[src/rtl/pwr_seq_pkg.sv]
package pwr_seq_pkg;

  typedef enum logic [1:0] {
    PS_ON       = 2'b00,
    PS_ENTERING = 2'b01,
    PS_OFF      = 2'b10,
    PS_WAKING   = 2'b11
  } pwr_status_e;

  typedef enum logic [3:0] {
    ST_ON,
    ST_ISO,
    ST_SAVE,
    ST_OFF,
    ST_PWRUP,
    ST_RST,
    ST_RESTORE,
    ST_RELRST
  } seq_st_e;

endpackage

[src/rtl/pwr_seq_fsm.sv]
module pwr_seq_fsm
  import pwr_seq_pkg::*;
(
  input  logic        clk_i,
  input  logic        rst_ni,
  input  logic        sleep_req_i,
  input  logic        wake_req_i,
  input  logic        pwr_good_i,
  output logic        iso_n_o,
  output logic        ret_n_o,
  output logic        pg_en_o,
  output logic        dom_rst_no,
  output logic        chain_clr_o,
  output logic        chain_run_o,
  output pwr_status_e status_o
);

  seq_st_e state_q, state_d;
  logic    pend_q, pend_d;

  always_comb begin
    state_d = state_q;
    pend_d  = 1'b0;
    unique case (state_q)
      ST_ON:      if (sleep_req_i) state_d = ST_ISO;
      ST_ISO: begin
        state_d = ST_SAVE;
        pend_d  = pend_q | wake_req_i;
      end
      ST_SAVE: begin
        state_d = ST_OFF;
        pend_d  = pend_q | wake_req_i;
      end
      ST_OFF:     if (wake_req_i || pend_q) state_d = ST_PWRUP;
      ST_PWRUP:   if (pwr_good_i) state_d = ST_RST;
      ST_RST:     state_d = ST_RESTORE;
      ST_RESTORE: state_d = ST_RELRST;
      ST_RELRST:  state_d = ST_ON;
      default:    state_d = ST_ON;
    endcase
  end

  always_ff @(posedge clk_i or negedge rst_ni) begin
    if (!rst_ni) begin
      state_q <= ST_ON;
      pend_q  <= 1'b0;
    end else begin
      state_q <= state_d;
      pend_q  <= pend_d;
    end
  end

  always_comb begin
    iso_n_o    = (state_q == ST_ON);
    ret_n_o    = (state_q == ST_ON) || (state_q == ST_ISO) ||
                 (state_q == ST_RESTORE) || (state_q == ST_RELRST);
    pg_en_o    = (state_q == ST_OFF);
    dom_rst_no = !((state_q == ST_RST) || (state_q == ST_RESTORE));
    unique case (state_q)
      ST_ON:           status_o = PS_ON;
      ST_ISO, ST_SAVE: status_o = PS_ENTERING;
      ST_OFF:          status_o = PS_OFF;
      default:         status_o = PS_WAKING;
    endcase
  end

  // switches cleared on the same edge the gate opens; counting resumes once out of off
  assign chain_clr_o = (state_d == ST_OFF);
  assign chain_run_o = (state_q != ST_OFF);

  p_pg_isolated_r2: assert property (@(posedge clk_i) disable iff (!rst_ni)
    pg_en_o |-> (!iso_n_o && !ret_n_o));

  p_save_before_gate_r2: assert property (@(posedge clk_i) disable iff (!rst_ni)
    $rose(pg_en_o) |-> !$past(ret_n_o));

  p_rst_after_good_r7: assert property (@(posedge clk_i) disable iff (!rst_ni)
    $fell(dom_rst_no) |-> $past(pwr_good_i));

  p_restore_in_reset_r7: assert property (@(posedge clk_i) disable iff (!rst_ni)
    $rose(ret_n_o) |-> !dom_rst_no);

  p_deiso_last_r7: assert property (@(posedge clk_i) disable iff (!rst_ni)
    $rose(iso_n_o) |-> (dom_rst_no && $past(dom_rst_no) && ret_n_o && !pg_en_o));

  p_pend_service_r8: assert property (@(posedge clk_i) disable iff (!rst_ni)
    (state_q == ST_OFF && pend_q) |=> (state_q == ST_PWRUP));

  p_off_sleep_ignored_r9: assert property (@(posedge clk_i) disable iff (!rst_ni)
    (state_q == ST_OFF && !wake_req_i && !pend_q) |=> (state_q == ST_OFF));

endmodule

[src/rtl/pwr_sw_chain.sv]
module pwr_sw_chain #(
  parameter int SEG_NUM  = 8,
  parameter int SEG_GAP  = 4,
  parameter int WAKE_DLY = 6
) (
  input  logic               clk_i,
  input  logic               rst_ni,
  input  logic               clr_i,
  input  logic               run_i,
  output logic [SEG_NUM-1:0] sw_en_o,
  output logic               pwr_good_o
);

  localparam int CNT_MAX = (SEG_GAP > WAKE_DLY) ? SEG_GAP : WAKE_DLY;
  localparam int CNT_W   = $clog2(CNT_MAX + 1);
  localparam logic [CNT_W-1:0] GAP_LAST  = CNT_W'(SEG_GAP - 1);
  localparam logic [CNT_W-1:0] WAKE_LAST = CNT_W'(WAKE_DLY - 1);

  logic [SEG_NUM-1:0] sw_q;
  logic [CNT_W-1:0]   cnt_q;
  logic               good_q;

  always_ff @(posedge clk_i or negedge rst_ni) begin
    if (!rst_ni) begin
      sw_q   <= '1;
      cnt_q  <= '0;
      good_q <= 1'b1;
    end else if (clr_i) begin
      sw_q   <= '0;
      cnt_q  <= '0;
      good_q <= 1'b0;
    end else if (run_i && !good_q) begin
      if (!sw_q[SEG_NUM-1]) begin
        if (cnt_q == GAP_LAST) begin
          sw_q  <= {sw_q[SEG_NUM-2:0], 1'b1};
          cnt_q <= '0;
        end else begin
          cnt_q <= cnt_q + 1'b1;
        end
      end else begin
        // reuse the gap counter for the settling delay
        if (cnt_q == WAKE_LAST) begin
          good_q <= 1'b1;
          cnt_q  <= '0;
        end else begin
          cnt_q <= cnt_q + 1'b1;
        end
      end
    end
  end

  assign sw_en_o    = sw_q;
  assign pwr_good_o = good_q;

  p_one_seg_r5: assert property (@(posedge clk_i) disable iff (!rst_ni)
    !clr_i |=> ($countones(sw_q ^ $past(sw_q)) <= 1));

  p_thermo_r5: assert property (@(posedge clk_i) disable iff (!rst_ni)
    ((sw_q & (sw_q + 1'b1)) == '0));

  p_good_needs_all_r6: assert property (@(posedge clk_i) disable iff (!rst_ni)
    good_q |-> (&sw_q));

  p_clr_all_off_r4: assert property (@(posedge clk_i) disable iff (!rst_ni)
    clr_i |=> (sw_q == '0 && !good_q));

endmodule

[src/rtl/pwr_iso_clamp.sv]
module pwr_iso_clamp #(
  parameter int DATA_W = 8
) (
  input  logic              iso_n_i,
  input  logic [DATA_W-1:0] dom_data_i,
  output logic [DATA_W-1:0] aon_data_o
);

  for (genvar b = 0; b < DATA_W; b++) begin : g_bit
    assign aon_data_o[b] = dom_data_i[b] & iso_n_i;
  end

endmodule

[src/rtl/pwr_seq_ctrl.sv]
module pwr_seq_ctrl
  import pwr_seq_pkg::*;
#(
  parameter int DATA_W   = 8,
  parameter int SEG_NUM  = 8,
  parameter int SEG_GAP  = 4,
  parameter int WAKE_DLY = 6
) (
  input  logic               clk_i,
  input  logic               rst_ni,
  input  logic               sleep_req_i,
  input  logic               wake_req_i,
  input  logic [DATA_W-1:0]  dom_data_i,
  output logic [DATA_W-1:0]  aon_data_o,
  output logic               iso_n_o,
  output logic               ret_n_o,
  output logic               pg_en_o,
  output logic               dom_rst_no,
  output logic [SEG_NUM-1:0] sw_en_o,
  output logic               pwr_good_o,
  output logic [1:0]         status_o
);

  logic        chain_clr, chain_run, good;
  pwr_status_e status;

  pwr_seq_fsm i_fsm (
    .clk_i       (clk_i),
    .rst_ni      (rst_ni),
    .sleep_req_i (sleep_req_i),
    .wake_req_i  (wake_req_i),
    .pwr_good_i  (good),
    .iso_n_o     (iso_n_o),
    .ret_n_o     (ret_n_o),
    .pg_en_o     (pg_en_o),
    .dom_rst_no  (dom_rst_no),
    .chain_clr_o (chain_clr),
    .chain_run_o (chain_run),
    .status_o    (status)
  );

  pwr_sw_chain #(
    .SEG_NUM  (SEG_NUM),
    .SEG_GAP  (SEG_GAP),
    .WAKE_DLY (WAKE_DLY)
  ) i_chain (
    .clk_i      (clk_i),
    .rst_ni     (rst_ni),
    .clr_i      (chain_clr),
    .run_i      (chain_run),
    .sw_en_o    (sw_en_o),
    .pwr_good_o (good)
  );

  pwr_iso_clamp #(.DATA_W(DATA_W)) i_clamp (
    .iso_n_i    (iso_n_o),
    .dom_data_i (dom_data_i),
    .aon_data_o (aon_data_o)
  );

  assign pwr_good_o = good;
  assign status_o   = status;

  p_clamp_zero_r3: assert property (@(posedge clk_i) disable iff (!rst_ni)
    !iso_n_o |-> (aon_data_o == '0));

  p_gate_drops_switches_r4: assert property (@(posedge clk_i) disable iff (!rst_ni)
    pg_en_o |-> (sw_en_o == '0 && !pwr_good_o));

  p_on_fully_powered_r1: assert property (@(posedge clk_i) disable iff (!rst_ni)
    (status_o == PS_ON) |-> (pwr_good_o && (&sw_en_o) && iso_n_o && ret_n_o && dom_rst_no));

endmodule

[config.mk]
export PLATFORM = sky130hd
export DESIGN_NAME = pwr_seq_ctrl
export DESIGN_NICKNAME = d
export VERILOG_FILES = /design/src/rtl/pwr_seq_pkg.sv /design/src/rtl/pwr_seq_fsm.sv /design/src/rtl/pwr_sw_chain.sv /design/src/rtl/pwr_iso_clamp.sv /design/src/rtl/pwr_seq_ctrl.sv
export SDC_FILE = /design/constraint.sdc
export NUM_CORES = 1
export LEC_CHECK = 0
export ABC_AREA = 1
export BUFFER_PORTS_ARGS = -buffer_cell sky130_fd_sc_hd__clkbuf_2
export CORE_AREA = 2 2 61 63
export DETAILED_ROUTE_END_ITERATION = 6
export DIE_AREA = 0 0 63 65
export SETUP_SLACK_MARGIN = 0.2
export SKIP_LAST_GASP = 1
export SYNTH_ARGS = -nofsm -noshare
export SYNTH_HDL_FRONTEND = slang
export SYNTH_SLANG_ARGS = --single-unit
[constraint.sdc]
create_clock -name clk_i -period 1.6 [get_ports clk_i]
set_input_delay 0.32 -clock clk_i [delete_from_list [all_inputs] [get_ports clk_i]]
set_output_delay 0.32 -clock clk_i [all_outputs]
set_load 0.005 [all_outputs]
==> results.py <==
metrics = {
    "setup_path": {
        "end_kind": "output pin",
        "path_class": "flop to output pin",
        "r2r_cells": 11,
        "worstPathMaxFanout": 8,
        "required_ns": 1.28,
        "start_kind": "flop",
        "crit_end": "aon_data_o[4]",
        "r2r-start": "i_fsm.state_q[3]",
        "r2r_setup_slack_ns": 0.02,
        "rr_endpoint": "i_chain.sw_en_o[4]",
        "arrival_ns": 1.31,
        "startpoint": "i_fsm.state_q[3]",
    },
    "cts": {
        "clock_sinks": 17,
        "tritoncts": "built",
        "clockRootBuffer": "clkbuf_4",
        "htreeDepth": 1,
        "cts_buffer_depth": 2,
        "path_clk_slew_ns": 0.09,
        "clk_latency_ns": 0.29,
        "cts_buffers": 3,
    },
    "sta": {
        "timing.final.ws_setup_ns": -0.0345,
        "rsz0062_at_grt": "true",
        "fin_crit_ns": 1.63,
        "fin_crit_sh": 1.02,
        "maxSlewViolCount": 0,
        "fmax_mhz": 612,
        "finalSetupViolCount": 9,
        "hold_ws_ns": 0.442,
        "final.setup.tns_ns": -0.227,
        "fin_skew_ns": 0.00191,
        "hold_viol_final": 0,
    },
    "job": {
        "max_cap_viol_count": 0,
    },
    "route": {
        "drt-initial-drc-count": 15,
        "via_count": 1019,
        "drc": 0,
        "wl_per_cell_um": 11.3,
        "vias_per_cell": 4.35,
        "routed_wl_mm": 2.65,
        "ant_nets": 0,
        "firstDrtPassIters": 3,
    },
    "pwr": {
        "total_power_uw": 2420,
        "power.density_nw_per_um2": 1520,
        "leakagePower_uw": 0.000848,
        "irDropWorstVdd_uv": 914,
    },
    "global_routing": {
        "track_usage": 0.139,
        "antenna_found_initial": 0,
        "grt_overflow_total": 0,
        "grt_pass1_vias": 993,
        "grt_max_degree": 18,
        "grt_pass1_wl_mm": 4.46,
    },
    "place": {
        "hpwl_mm": 1.59,
        "place_congestion": 0.818,
        "io_buffers": 34,
        "dp.cells": 211,
        "dp_slack_ns": 0.0765,
    },
    "floorplanning": {
        "die_h_um": 65,
        "die_area_um2": 4100,
        "ioPinCount": 35,
        "start_util": 0.288,
        "fp-row-count": 22,
        "coreArea_um2": 3500,
        "die_w_um": 63,
    },
    "synth": {
        "synthSimpleGateAreaFrac": 0.318,
        "syn_area_um2": 1010,
        "muxShareOfSynthArea": 0,
        "syn_nets": 145,
        "yosysTopAreaCell": "dfstp_2",
        "yosysTopAreaCellShare": 0.235,
        "netlist_instances": 129,
        "synth_compound_area_frac": 0.0597,
        "ys_ff_latch": 17,
        "synth_top_family_by_area": "simple AND/OR/NAND/NOR gates",
        "seq_area_frac_synth": 0.434,
        "yosys-top-cells-area": "dfstp_2 24%, dfrtp_1 20%, inv_1 11%, nand3_1 8.5%, nand2_1 7.8%",
        "synth_cell_types": 19,
        "synth_area_per_cell_um2": 7.80,
        "synth-adder-area-share": 0.0498,
        "yosysWarnings": 0,
        "synth_xor_area_frac": 0,
    },
    "layout": {
        "n_antenna_cell": 0,
        "area_growth_pct": 58.5,
        "final_common_cell": "clkbuf_2",
        "stdcell_count": 234,
        "multi_input_area_um2": 619,
        "drive_gt1_frac": 0.597,
        "layout_common_cells": "28 x clkbuf_2, 22 x inv_1, 14 x nand2_1, 10 x nor2_1",
        "finalNetCount": 203,
        "nFillCells": 341,
        "seq_area_um2": 437,
    },
    "outcome": {
        "violations": "setup timing",
        "run_status": "finished, violations left",
    },
    "min_path": {
        "hold_path_class": "input pin to flop",
    },
}
per-stage QoR:
step | util | cell area [um2]
2_1_floorplan | - | 1010
3_3_place_gp | 0.351 | 1230
3_5_place_dp | 0.351 | 1230
4_1_cts | 0.438 | 1530
5_1_grt | 0.456 | 1590
6_report | 0.456 | 1590
how the worst min path moves through the flow:
stage                     cells after the start  slack, ns          endpoint       start
after CTS                                     4       0.44      i_fsm.pend_q  wake_req_i
after global placement                        1       0.28  i_chain.cnt_q[2]      rst_ni
after detailed placement                      1       0.28  i_chain.cnt_q[1]      rst_ni
after global routing                          4       0.45      i_fsm.pend_q  wake_req_i
after floorplan                               0       0.02  i_chain.cnt_q[0]      rst_ni
final                                         4       0.44      i_fsm.pend_q  wake_req_i
power breakdown:
part	leakage [uW]	switching [uW]	total, uW	internal (uW)
Combinational	0.000636	746	1410	665
Sequential	0.000197	131	781	650
Clock	0.0000150	131	227	96.9
Total	0.000848	1010	2420	1410
cell usage after synthesis, drive strengths merged:
master	instances
inv	31
nand2	24
nand3	20
nor2	18
dfstp	9
o21ai	9
dfrtp	8
ha	4
nor3	3
buf	1
clkinv	1
conb	1
critical path, stage by stage (launching register included):
cell and delay, ns:
dfrtp_1 0.43, nor2_4 0.15, inv_2 0.05, nor2_4 0.13, inv_4 0.07, nor2_1 0.08
clkbuf_2 0.11
metal layers:
metal | routed length [um] | share of wire | vias to the layer above | track usage
met5 | 0 | 0 | - | 0
met3 | 178 | 0.067 | 4 | 0.0503
met2 | 1380 | 0.52 | 37 | 0.250
met1 | 1060 | 0.40 | 467 | 0.148
met4 | 34 | 0.013 | 0 | 0.0528
li1 | - | - | 511 | -
logic make-up after synthesis:
family | count (synthesis)
AOI/OAI and AO/OA | 9
adders and majority gates | 4
buffers and inverters | 33
DFF | 17
other | 1
and+or+nand+nor | 65
sequential cells by signal (all words and copies together) (netlist names):
register and flops:
i_chain.sw_en_o 8, i_fsm.state_q 4, i_chain.cnt_q 3, i_chain.pwr_good_o 1, i_fsm.pend_q 1
final cells by class:
type,count,area share
Multi-Input combinational cell,82,0.389
Timing Repair Buffer,51,0.205
Clock buffer,4,0.0165
Sequential cell,17,0.274
Inverter,32,0.0785
Tap cell,48,0.0377
what timing repair did:
item / 4_1_cts / 5_1_grt
cloned: 3 / 0
hold endpoints to repair: 8 / 0
gates resized for setup: 40 / 19
setup buffers: 13 / 2
pin swaps: 10 / 8
endpoints found under the setup margin: 23 / 26
hold buffers: 1 / 0
(Power assumes the default switching activity.)
